===== config.mk =====
export PLATFORM = sky130hd
export DESIGN_NAME = prio_irq_select
export DESIGN_NICKNAME = d
export VERILOG_FILES = /design/src/rtl/irq_sel_pkg.sv /design/src/rtl/irq_prio_table.sv /design/src/rtl/irq_pend_mask.sv /design/src/rtl/irq_slot_pick.sv /design/src/rtl/prio_irq_select.sv
export SDC_FILE = /design/constraint.sdc
export NUM_CORES = 1
export LEC_CHECK = 0
export ABC_AREA = 1
export ABC_CLOCK_PERIOD_IN_PS = 1650
export BUFFER_PORTS_ARGS = -buffer_cell sky130_fd_sc_hd__clkbuf_2
export CORE_ASPECT_RATIO = 1.2
export CORE_MARGIN = 10
export CORE_UTILIZATION = 35
export CTS_CLUSTER_SIZE = 10
export DETAILED_ROUTE_END_ITERATION = 12
export GPL_ROUTABILITY_DRIVEN = 0
export PLACE_DENSITY_LB_ADDON = 0.2
export SETUP_SLACK_MARGIN = 0.05
export SKIP_CTS_REPAIR_TIMING = 1
export SLEW_MARGIN = 40
export SYNTH_ARGS = -nofsm -noshare
export SYNTH_HDL_FRONTEND = slang
export SYNTH_SLANG_ARGS = --single-unit

===== constraint.sdc =====
create_clock -name clk -period 1.65 [get_ports clk]
set_clock_uncertainty 0.15 [all_clocks]
set_input_delay 0.0825 -clock clk [delete_from_list [all_inputs] [get_ports clk]]
set_output_delay 0.0825 -clock clk [all_outputs]
set_load 0.005 [all_outputs]

===== src/rtl/irq_sel_pkg.sv =====
package irq_sel_pkg;
  localparam int NSRC   = 5;
  localparam int NSLOT  = 8;
  localparam int CODE_W = 3;
  localparam int REG_W  = 32;
  localparam int ADDR_W = 2;

  typedef enum logic [ADDR_W-1:0] {
    RA_PRIO = 2'd0,
    RA_MASK = 2'd1,
    RA_PEND = 2'd2,
    RA_NONE = 2'd3
  } reg_addr_e;

  // Low bit of slot s in the priority word: four slots per half-word,
  // highest slot rank at the most significant end.
  function automatic int slot_lsb(input int s);
    return (REG_W - CODE_W) - (s / 4) * (REG_W / 2) - (s % 4) * CODE_W;
  endfunction
endpackage


===== src/rtl/irq_prio_table.sv =====
module irq_prio_table
  import irq_sel_pkg::*;
#(
  parameter int N_SLOT = NSLOT,
  parameter int N_SRC  = NSRC,
  parameter int CW     = CODE_W,
  parameter int RW     = REG_W
) (
  input  logic                       clk,
  input  logic                       rst_n,
  input  logic                       we,
  input  logic [RW-1:0]              wdata,
  output logic [N_SLOT-1:0][CW-1:0]  slot_code,
  output logic [RW-1:0]              rd_word
);
  logic [N_SLOT-1:0][CW-1:0] code_q, code_d, code_rst;

  for (genvar s = 0; s < N_SLOT; s++) begin : g_rst
    if (s < N_SRC) begin : g_real
      assign code_rst[s] = CW'(s);
    end else begin : g_resv
      assign code_rst[s] = '1;
    end
  end

  always_comb begin
    code_d = code_q;
    if (we) begin
      for (int s = 0; s < N_SLOT; s++) code_d[s] = wdata[slot_lsb(s) +: CW];
    end
  end

  always_ff @(posedge clk or negedge rst_n) begin
    if (!rst_n) code_q <= code_rst;
    else        code_q <= code_d;
  end

  always_comb begin
    rd_word = '0;
    for (int s = 0; s < N_SLOT; s++) rd_word[slot_lsb(s) +: CW] = code_q[s];
  end

  assign slot_code = code_q;

  // unused field bits of the priority word never carry data
  a_r2_gap_bits_zero: assert property (@(posedge clk) disable iff (!rst_n)
    (rd_word[19:16] == 4'b0) && (rd_word[3:0] == 4'b0));
endmodule


===== src/rtl/irq_pend_mask.sv =====
module irq_pend_mask
  import irq_sel_pkg::*;
#(
  parameter int N_SRC = NSRC
) (
  input  logic             clk,
  input  logic             rst_n,
  input  logic [N_SRC-1:0] src_i,
  input  logic             mask_we,
  input  logic             pend_we,
  input  logic [N_SRC-1:0] wbits,
  output logic [N_SRC-1:0] pend_q,
  output logic [N_SRC-1:0] mask_q
);
  logic [N_SRC-1:0] pend_d, mask_d, clr_bits;

  assign clr_bits = pend_we ? wbits : '0;

  always_comb begin
    pend_d = (pend_q & ~clr_bits) | src_i;   // set wins over clear
    mask_d = mask_q;
    if (mask_we) mask_d = wbits;
  end

  always_ff @(posedge clk or negedge rst_n) begin
    if (!rst_n) begin
      pend_q <= '0;
      mask_q <= '0;
    end else begin
      pend_q <= pend_d;
      mask_q <= mask_d;
    end
  end

  // an active source is recorded regardless of its enable bit
  a_r4_pend_captures: assert property (@(posedge clk) disable iff (!rst_n)
    (src_i != '0) |=> ((pend_q & $past(src_i)) == $past(src_i)));

  // clearing write empties every bit whose source was idle
  a_r9_w1c_clears: assert property (@(posedge clk) disable iff (!rst_n)
    pend_we |=> ((pend_q & $past(wbits & ~src_i)) == '0));
endmodule


===== src/rtl/irq_slot_pick.sv =====
module irq_slot_pick
  import irq_sel_pkg::*;
#(
  parameter int N_SLOT = NSLOT,
  parameter int N_SRC  = NSRC,
  parameter int CW     = CODE_W
) (
  input  logic                       clk,
  input  logic                       rst_n,
  input  logic [N_SLOT-1:0][CW-1:0]  slot_code,
  input  logic [N_SRC-1:0]           active,
  output logic                       req,
  output logic [CW-1:0]              id
);
  localparam int          CODES  = 1 << CW;
  localparam logic [CW-1:0] SRC_LIM = CW'(N_SRC);

  logic [CODES-1:0]  act_ext;
  logic [N_SLOT-1:0] hit;

  assign act_ext = CODES'(active);

  for (genvar s = 0; s < N_SLOT; s++) begin : g_hit
    assign hit[s] = (slot_code[s] < SRC_LIM) && act_ext[slot_code[s]];
  end

  always_comb begin
    req = 1'b0;
    id  = '0;
    for (int s = N_SLOT - 1; s >= 0; s--) begin
      if (hit[s]) begin
        req = 1'b1;
        id  = slot_code[s];
      end
    end
  end

  // a reserved code never wins
  a_r3_id_is_real: assert property (@(posedge clk) disable iff (!rst_n)
    req |-> (id < SRC_LIM));
endmodule


===== src/rtl/prio_irq_select.sv =====
module prio_irq_select
  import irq_sel_pkg::*;
#(
  parameter int N_SRC  = NSRC,
  parameter int N_SLOT = NSLOT,
  parameter int CW     = CODE_W,
  parameter int RW     = REG_W,
  parameter int AW     = ADDR_W
) (
  input  logic             clk,
  input  logic             rst_n,
  input  logic [N_SRC-1:0] src_i,
  input  logic [AW-1:0]    reg_addr,
  input  logic             reg_we,
  input  logic [RW-1:0]    reg_wdata,
  output logic [RW-1:0]    reg_rdata,
  output logic             irq_req,
  output logic [CW-1:0]    irq_id
);
  logic [1:0] rst_sync_q;
  logic       rst_n_s;

  always_ff @(posedge clk or negedge rst_n) begin
    if (!rst_n) rst_sync_q <= 2'b00;
    else        rst_sync_q <= {rst_sync_q[0], 1'b1};
  end
  assign rst_n_s = rst_sync_q[1];

  logic                      prio_we, mask_we, pend_we;
  logic [N_SLOT-1:0][CW-1:0] slot_code;
  logic [RW-1:0]             prio_word;
  logic [N_SRC-1:0]          pend_q, mask_q;

  assign prio_we = reg_we && (reg_addr == RA_PRIO);
  assign mask_we = reg_we && (reg_addr == RA_MASK);
  assign pend_we = reg_we && (reg_addr == RA_PEND);

  irq_prio_table #(.N_SLOT(N_SLOT), .N_SRC(N_SRC), .CW(CW), .RW(RW)) u_table (
    .clk(clk), .rst_n(rst_n_s), .we(prio_we), .wdata(reg_wdata),
    .slot_code(slot_code), .rd_word(prio_word)
  );

  irq_pend_mask #(.N_SRC(N_SRC)) u_pm (
    .clk(clk), .rst_n(rst_n_s), .src_i(src_i), .mask_we(mask_we),
    .pend_we(pend_we), .wbits(reg_wdata[N_SRC-1:0]),
    .pend_q(pend_q), .mask_q(mask_q)
  );

  irq_slot_pick #(.N_SLOT(N_SLOT), .N_SRC(N_SRC), .CW(CW)) u_pick (
    .clk(clk), .rst_n(rst_n_s), .slot_code(slot_code),
    .active(pend_q & mask_q), .req(irq_req), .id(irq_id)
  );

  always_comb begin
    unique case (reg_addr)
      RA_PRIO: reg_rdata = prio_word;
      RA_MASK: reg_rdata = RW'(mask_q);
      RA_PEND: reg_rdata = RW'(pend_q);
      default: reg_rdata = '0;
    endcase
  end

  localparam int CODES = 1 << CW;
  logic [CODES-1:0] pend_ext, mask_ext;
  assign pend_ext = CODES'(pend_q);
  assign mask_ext = CODES'(mask_q);

  // the forwarded source is pending and enabled
  a_r5_winner_enabled: assert property (@(posedge clk) disable iff (!rst_n_s)
    irq_req |-> (mask_ext[irq_id] && pend_ext[irq_id]));

  // unused mask bits read as zero
  a_r10_mask_upper_zero: assert property (@(posedge clk) disable iff (!rst_n_s)
    (reg_addr == RA_MASK) |-> (reg_rdata[RW-1:N_SRC] == '0));
endmodule


---- After elaboration in Yosys (flattened, before gate mapping) ----
Cells that the tools add are included.
storage, ports and cells
  register bits after elaboration ......... 36
  input bits .............................. 42
  output and inout port bits .............. 36
  word-level logic and storage cells ...... 79
cells by class
  $lt $le $gt $ge ......................... 16
  eq/ne operators ......................... 2
  mux-type cells .......................... 34
  bitwise operators ....................... 4
  reduce and logical (&&, ||, !) cells .... 12
operators with widths
  operator                                            count
  case mux 32 bit (3 select lines)                    1
  < comparator 3 x 4 -> 1 bit, second input constant  8
  binary-select mux 1 bit (select 3 bit)              8
  < comparator 3 bit, second input constant           8
  two-way mux 3 bit                                   8
  two-way mux 1 bit                                   16
  logical AND 1 bit                                   11
  bitwise AND 5 bit                                   2
  two-way mux 5 bit                                   1
  NOT 5 bit                                           1
  OR 5 bit                                            1
  == test 2 x 1 -> 1 bit, second input constant       1
  == test 2 bit, second input constant                1
  zero test 2 bit                                     1

---- Longest topological paths before layout ----
Gate-level depths: netlist (run 1).
  word-level depth ........................ 12
  depth in mapped cells ................... 14
  depth with buffers taken out ............ 14

---- Hierarchy ----
Synthesis (run 1) repeated with hierarchy kept, for this count alone.
unflattened totals
  cell total of the unflattened synthesis .. 423
  area total of the unflattened synthesis .. 2932.8 um^2
modules (own cells, without submodules)
  module           times used  cells each  area each (um^2)  sequential area each (um^2)
  irq_prio_table   1           135         1236.2            618.1
  prio_irq_select  1           99          650.6             50.0
  irq_slot_pick    1           143         643.1             0.0
  irq_pend_mask    1           46          402.9             250.2

---- Least setup slack after synthesis (run 1) ----
Ideal clock, no wire load.
  kind .................................... register to output
  start ................................... register u_table.code_q (netlist bit u_table.rd_word[7])
  end ..................................... output port irq_id[0]
  arrival time ............................ 1303 ps
  data required time ...................... 1417 ps
  slack ................................... 115 ps
  stages on the path, launching flop included .. 14
  path buffers ............................ 0
  cells stage by stage .................... dfstp_2 -> nand3_1 -> nand2_1 -> nor2_1 -> nor2_1 -> nor2_1 -> nand3_1 -> nand2_1 -> nand2_1 -> nand2_1 -> nand2_1 -> nand2_1 -> nand2_1 -> nand2_1
between the ends
  longest elaborated chain between the ends .. 10
  elaborated cells between the ends (all ways) .. 11
ends and longest elaborated chain
  item                                     line                   RTL
  from (decl)                              irq_prio_table.sv:16   logic [N_SLOT-1:0][CW-1:0] code_q, code_d, code_rst;
  from (signal assigned)                   irq_prio_table.sv:34   if (!rst_n) code_q <= code_rst;
  from (signal assigned)                   irq_prio_table.sv:35   else code_q <= code_d;
  binary-select mux 1 bit (select 3 bit)   irq_slot_pick.sv:24    assign hit[s] = (slot_code[s] < SRC_LIM) && act_ext[slot_code[s]];
  two-way mux 1 bit (not written as such)  irq_slot_pick.sv:24
  logical AND 1 bit                        irq_slot_pick.sv:24
  two-way mux 3 bit (*) (7 in series)      irq_slot_pick.sv:31    if (hit[s]) begin
  to (decl)                                prio_irq_select.sv:18  output logic [CW-1:0] irq_id
Every way passes the cells marked *; elsewhere a longest branch is shown, timed or not. The select of a mux whose other input is x is not followed.

---- Worst setup path after layout (run 1) ----
  start ................................... register u_table.code_q (netlist bit u_table.rd_word[7])
  end ..................................... output port irq_id[2]
between the ends
  longest elaborated chain between the ends .. 10
  elaborated cells between the ends (all ways) .. 11
ends and longest elaborated chain
  item                                     line
  binary-select mux 1 bit (select 3 bit)   irq_slot_pick.sv:24
  two-way mux 1 bit (not written as such)  irq_slot_pick.sv:24
  logical AND 1 bit (*)                    irq_slot_pick.sv:24
  two-way mux 3 bit (*) (7 in series)      irq_slot_pick.sv:31
Marked as above.

==> qor.csv, run 1 <==
metric;value;unit
final_cell_mix;clkbuf_2 (68), nor2_1 (63), nand2_1 (58), buf_4 (42), inv_1 (41);
vias;2613;
relSlewSlack;0.656;
cts_made_buffers;5;
setup_tns;-1.86;ns
synthCells;328;
grt_max_degree;49;
critPathSlowestCell;dfstp_2;
cts.htree.levels;2;
syn_area;2240;µm²
grt_pass1_wl;11600;µm
start_util;0.365;
synth_top_cell_by_area;dfrtp_1;
synth_top_area_frac;0.246;
track_usage;0.142;
violations;negative setup slack;
yosysWarnings;0;
leakage;1.94;nW
setup_ws;-0.513;ns
final_common_cell;clkbuf_2;
cp.buffers_inverters;1;
hold_violations;0;
synth_cell_types;26;
synth.area.top_cells;dfrtp_1 (25%), dfstp_2 (16%), nor2_1 (11%);
dp_hpwl;5350;µm
crit_path_max_incr_delay;0.59;ns
cpMostUsedCell;nand2_1;
p_per_area;903;nW/µm²
slew_violations;0;
finalInstanceArea;3530;µm²
cts_tree;done;
cp_top_family;simple AND/OR/NAND/NOR gates;
ys_ff_latch;36;
path_cells;nor2_1 -> nor2_2 -> nor2_2 -> o21ai_1 -> nand3_1 -> nand2_1 -> nand2_1 -> nand2_1 -> nand2_1 -> a21oi_2 -> clkbuf_2;
cts_max_path_buffers;2;
path_class;reg2out;
drive_gt1_frac;0.341;
worstMarginPinSlew;0.510;ns
seq_area_frac_synth;0.411;
critical_path.max_fanout;6;
vdd_drop_max;0.000572;V
num_rows;31;
clock_latency;0.29;ns
routed_wl;7320;µm
endpoint_kind;primary output;
status;finished with violations;
period_minus_slack;2.16;ns
antenna_found_initial;0;
die_area;10000;µm²
root_buffer;clkbuf_8;
clock_sinks;36;
vias_per_cell;4.67;
clk_pin_slew_worst_paths;0.07;ns
portBuffers;69;
max_freq;462;MHz
core-area;6130;µm²
drc;0;
ios;78;
hp-class;in2reg;
postRouteAntennaNets;0;
report.final.setup_viol;4;
avgSynthCellArea;6.82;µm²
first_iter_violations;113;
nets;520;
dpl_cell_area;2970;µm²
worstPathArrival;1.93;ns
cp-start-kind;flop;
area_growth;57.7;%
die_w;93.0;µm
wire_per_inst;13.1;µm
dieHeight;108;µm
n_fill_cell;609;
rsz0062_at_grt;yes;
antenna_cells;0;
grt_pass1_vias;2492;
holdWs;0.0931;ns
fin_crit_sh;1.31;
grt-ovfl-total;0;
drv_cap;0;
drt_first_pass_iters;4;
cp.required;1.42;ns
==> area by class of cell <==
| type | count | area, µm² | area share |
|---|---|---|---|
| clock buffer | 7 | 96.3 | 0.0273 |
| multi-input combinational | 239 | 1160 | 0.330 |
| sequential | 36 | 918 | 0.260 |
| tap | 82 | 103 | 0.0291 |
| timing repair buffer | 151 | 1070 | 0.304 |
| inverter | 45 | 174 | 0.0493 |
==> metrics by stage <==
step,std cells,worst slack (ns),total power (W),utilization
6_report,560,-0.513,0.00319,0.576
2_1_floorplan,331,0.115,0.00181,-
5_1_grt,560,-0.654,0.00344,0.576
4_1_cts,521,-0.544,0.00309,0.501
3_3_place_gp,514,-0.216,0.00237,0.485
3_5_place_dp,514,-0.213,0.00238,0.485
==> kinds of logic (layout without fill, tap and decap cells) <==
group                  Yosys count  after routing  share of synthesized area
AO/OA/AOI/OAI                   66             66                      0.168
buffers and inverters           56            203                      0.101
flip-flops                      36             36                      0.411
other                            2              5                    0.00336
AND/OR/NAND/NOR                168            168                      0.317
==> layer usage <==
layer | share of wire | track usage | vias to the layer above
li1 | - | - | 1341
met1 | 0.43 | 0.155 | 1209
met2 | 0.52 | 0.252 | 59
met3 | 0.051 | 0.0502 | 4
met4 | 0.0075 | 0.0419 | 0
met5 | 0 | 0 | -
==> cell usage after synthesis <==
cell type / n
dfstp_2: 14
buf_1: 4
a211oi_2: 1
conb_1: 2
a21oi_2: 2
inv_2: 3
o41ai_1: 1
and3_1: 1
nand3_1: 25
dfrtp_1: 22
nand3_2: 2
a21oi_1: 38
nor2_1: 66
clkbuf_1: 2
a31oi_1: 2
nor3_1: 3
buf_2: 1
o21bai_1: 4
buf_4: 4
o211ai_1: 6
nand2_2: 7
o21ai_0: 12
nand2_1: 60
inv_1: 42
nor4_1: 1
nand4_1: 3
==> power by group <==
group	switching, W	leakage, nW	internal, W	total (W)
Clock	0.000317	0.0503	0.000372	0.000689
Combinational	0.000702	1.50	0.000628	0.00133
Sequential	0.000121	0.386	0.00104	0.00117
Total	0.00114	1.94	0.00204	0.00319
==> flip-flops by register name, indices dropped and copies added (netlist names) <==
signal and flops:
u_pm.pend_q 5, u_table.rd_word 24, u_pm.mask_q 5, rst_sync_q 2
==> worst paths after layout <==
kind / startpoint / depth (start not counted) / slack [ns] / end
worst max-delay path: u_table.rd_word[7]$_DFFE_PN1P_ / 11 / -0.51 / irq_id[2]
min in group asynchronous: rst_sync_q[1]$_DFF_PN0_ / 1 / 0.13 / u_table.rd_word[29]$_DFFE_PN0P_
worst max register to register: u_pm.pend_q[2]$_DFF_PN0_ / 4 / 0.18 / u_pm.pend_q[2]$_DFF_PN0_
worst min register to register: rst_sync_q[1]$_DFF_PN0_ / 1 / 0.13 / u_table.rd_word[29]$_DFFE_PN0P_
worst min-delay path: reg_we / 4 / 0.09 / u_pm.pend_q[4]$_DFF_PN0_
max in group asynchronous: rst_n / 3 / 0.72 / rst_sync_q[0]$_DFF_PN0_
==> worst min-delay path, stage by stage <==
cell and delay, ns:
clkbuf_2 0.10, nand2_1 0.16, o21ai_0 0.10, nand2_1 0.06
(Power assumes the default switching activity.)
==> run 2: changes to the inputs <==
--- a/config.mk
+++ b/config.mk
@@ -15,6 +15,7 @@
 export DETAILED_ROUTE_END_ITERATION = 12
 export GPL_ROUTABILITY_DRIVEN = 0
 export PLACE_DENSITY_LB_ADDON = 0.2
+export REMOVE_ABC_BUFFERS = 1
 export SETUP_SLACK_MARGIN = 0.05
 export SKIP_CTS_REPAIR_TIMING = 1
 export SLEW_MARGIN = 40
==> constraint.sdc (replaced) <==
create_clock -name clk -period 1.65 [get_ports clk]
set_clock_uncertainty 0.15 [all_clocks]
set_input_delay 0.33 -clock clk [delete_from_list [all_inputs] [get_ports clk]]
set_output_delay 0.33 -clock clk [all_outputs]
set_load 0.005 [all_outputs]
==> run 2 against run 1 <==
The flow still finishes with violations (negative setup slack). Core utilization down 1.3 points. Setup slack worse by 0.24 ns. Flip-flop and latch count unchanged. Combinational power up 9.8%. Clock power up 3%. Global-route usage about the same. Total power up 5.3%. Critical endpoint is now irq_id[0]. Largest power group unchanged.
==> qor.csv, run 2 (synthesized netlist as in run 1, its figures left out) <==
metric;value;unit;change
grt_pass1_wl;11800;µm;+1.5%
first_iter_violations;98;;-13%
rsz0062_at_grt;yes;;
status;finished with violations;;
core-area;6130;µm²;unchanged
worstMarginPinSlew;0.522;ns;+0.0119 ns
period_minus_slack;2.40;ns;+0.236 ns
cts_made_buffers;5;;unchanged
wire_per_inst;13.4;µm;+2.2%
worstPathArrival;1.92;ns;about the same
drv_cap;0;;unchanged
crit_start;u_table.rd_word[7]$_DFFE_PN1P_;;
hold_violations;0;;unchanged
setup_ws;-0.749;ns;-0.236 ns
dpl_cell_area;3010;µm²;+1.3%
utilization;0.563;;-0.0127
dieHeight;108;µm;unchanged
clk_pin_slew_worst_paths;0.08;ns;about the same
setup_tns;-3.36;ns;-1.51 ns
cp-start-kind;flop;;
critical_path.max_fanout;6;;unchanged
postRouteAntennaNets;0;;unchanged
drive_gt1_frac;0.485;;+0.144
holdWs;0.0860;ns;-0.00710 ns
clock_latency;0.28;ns;about the same
antenna_found_initial;0;;unchanged
cp.required;1.17;ns;-0.25 ns
endpoint_kind;primary output;;
violations;negative setup slack;;
leakage;1.87;nW;-3.5%
fin_crit_sh;1.45;;+0.143
slew_violations;0;;unchanged
track_usage;0.142;;+0.000185
vdd_drop_max;0.000641;V;+12%
r2r_start;u_table.rd_word[10]$_DFFE_PN1P_;;
report.final.setup_viol;14;;+10
portBuffers;69;;unchanged
dp_hpwl;5350;µm;about the same
cts_tree;done;;
drc;0;;unchanged
vias;2576;;-1.4%
grt-ovfl-total;0;;unchanged
grt_pass1_vias;2610;;+4.7%
place_ws;-0.415;ns;-0.202 ns
largest_register_ffs;24;;unchanged
die_w;93.0;µm;unchanged
grt_max_degree;35;;-29%
area_growth;54.3;%;
clock_sinks;36;;unchanged
final_cell_mix;nand2_1 (55), nor2_1 (48), clkbuf_2 (46), buf_4 (41), a21oi_1 (36);;
die_area;10000;µm²;unchanged
hp-class;in2reg;;
root_buffer;clkbuf_8;;
p_per_area;972;nW/µm²;+7.7%
finalInstanceArea;3450;µm²;-2.2%
vias_per_cell;4.75;;+1.9%
drt_first_pass_iters;4;;unchanged
cts.htree.levels;2;;unchanged
final_common_cell;nand2_1;;
nets;501;;-3.7%
cts_max_path_buffers;2;;unchanged
max_freq;417;MHz;-9.8%
relSlewSlack;0.648;;-0.00803
num_rows;31;;unchanged
path_class;reg2out;;
holdCritStartpoint;src_i[4];;
ios;78;;unchanged
antenna_cells;0;;unchanged
start_util;0.365;;unchanged
routed_wl;7240;µm;-1.1%
## run 2: metrics by stage
| step | std cells | total power, W |
|---|---|---|
| 3_3_place_gp | 521 | 0.00238 |
| 2_1_floorplan | 320 | 0.00180 |
| 5_1_grt | 542 | 0.00360 |
| 3_5_place_dp | 521 | 0.00239 |
| 4_1_cts | 529 | 0.00312 |
| 6_report | 542 | 0.00335 |
## run 2: worst paths after layout
check | end | slack [ns] | cells past startpoint
min in group asynchronous | u_table.rd_word[27]$_DFFE_PN0P_ | 0.11 | 1
worst min register to register | u_table.rd_word[27]$_DFFE_PN0P_ | 0.11 | 1
max in group asynchronous | u_pm.mask_q[3]$_DFFE_PN0P_ | 0.89 | 1
worst max register to register | u_table.rd_word[10]$_DFFE_PN1P_ | 0.45 | 4
worst max-delay path | irq_id[0] | -0.75 | 14
worst min-delay path | u_pm.pend_q[4]$_DFF_PN0_ | 0.09 | 3
## run 2: report_power, final
group / internal (W) / switching, W
logic: 0.000712 / 0.000753
registers: 0.00105 / 0.000134
clock network: 0.000382 / 0.000327
total: 0.00214 / 0.00121
## run 2: layout make-up
class	count	area (µm²)
fillers	618	2680
well taps	82	103
inverters	45	176
flip-flops and latches	36	921
multi-input cells	239	1240
repair buffers	132	906
clock buffers	8	100
## run 2: layer usage
metal	track usage	vias to the layer above	routed length, µm	part of all wire
met5	0	-	0	0
met4	0.0331	0	85	0.012
met3	0.0405	13	468	0.065
met2	0.243	75	3520	0.49
met1	0.172	1181	3170	0.44
li1	-	1307	-	-
## run 2: worst max-delay path, cell delays in order (launching register included)
cell and delay (ns):
dfstp_2 0.62, nor2_2 0.08, nand2_1 0.09, nand3_2 0.08, nor2_4 0.13, nor2_2 0.05
nand3_1 0.07, nand2_1 0.05, nand2_1 0.07, nand2_1 0.05, nand2_1 0.05, nand2_1 0.04
nand2_1 0.07, nand2_1 0.05, clkbuf_2 0.11
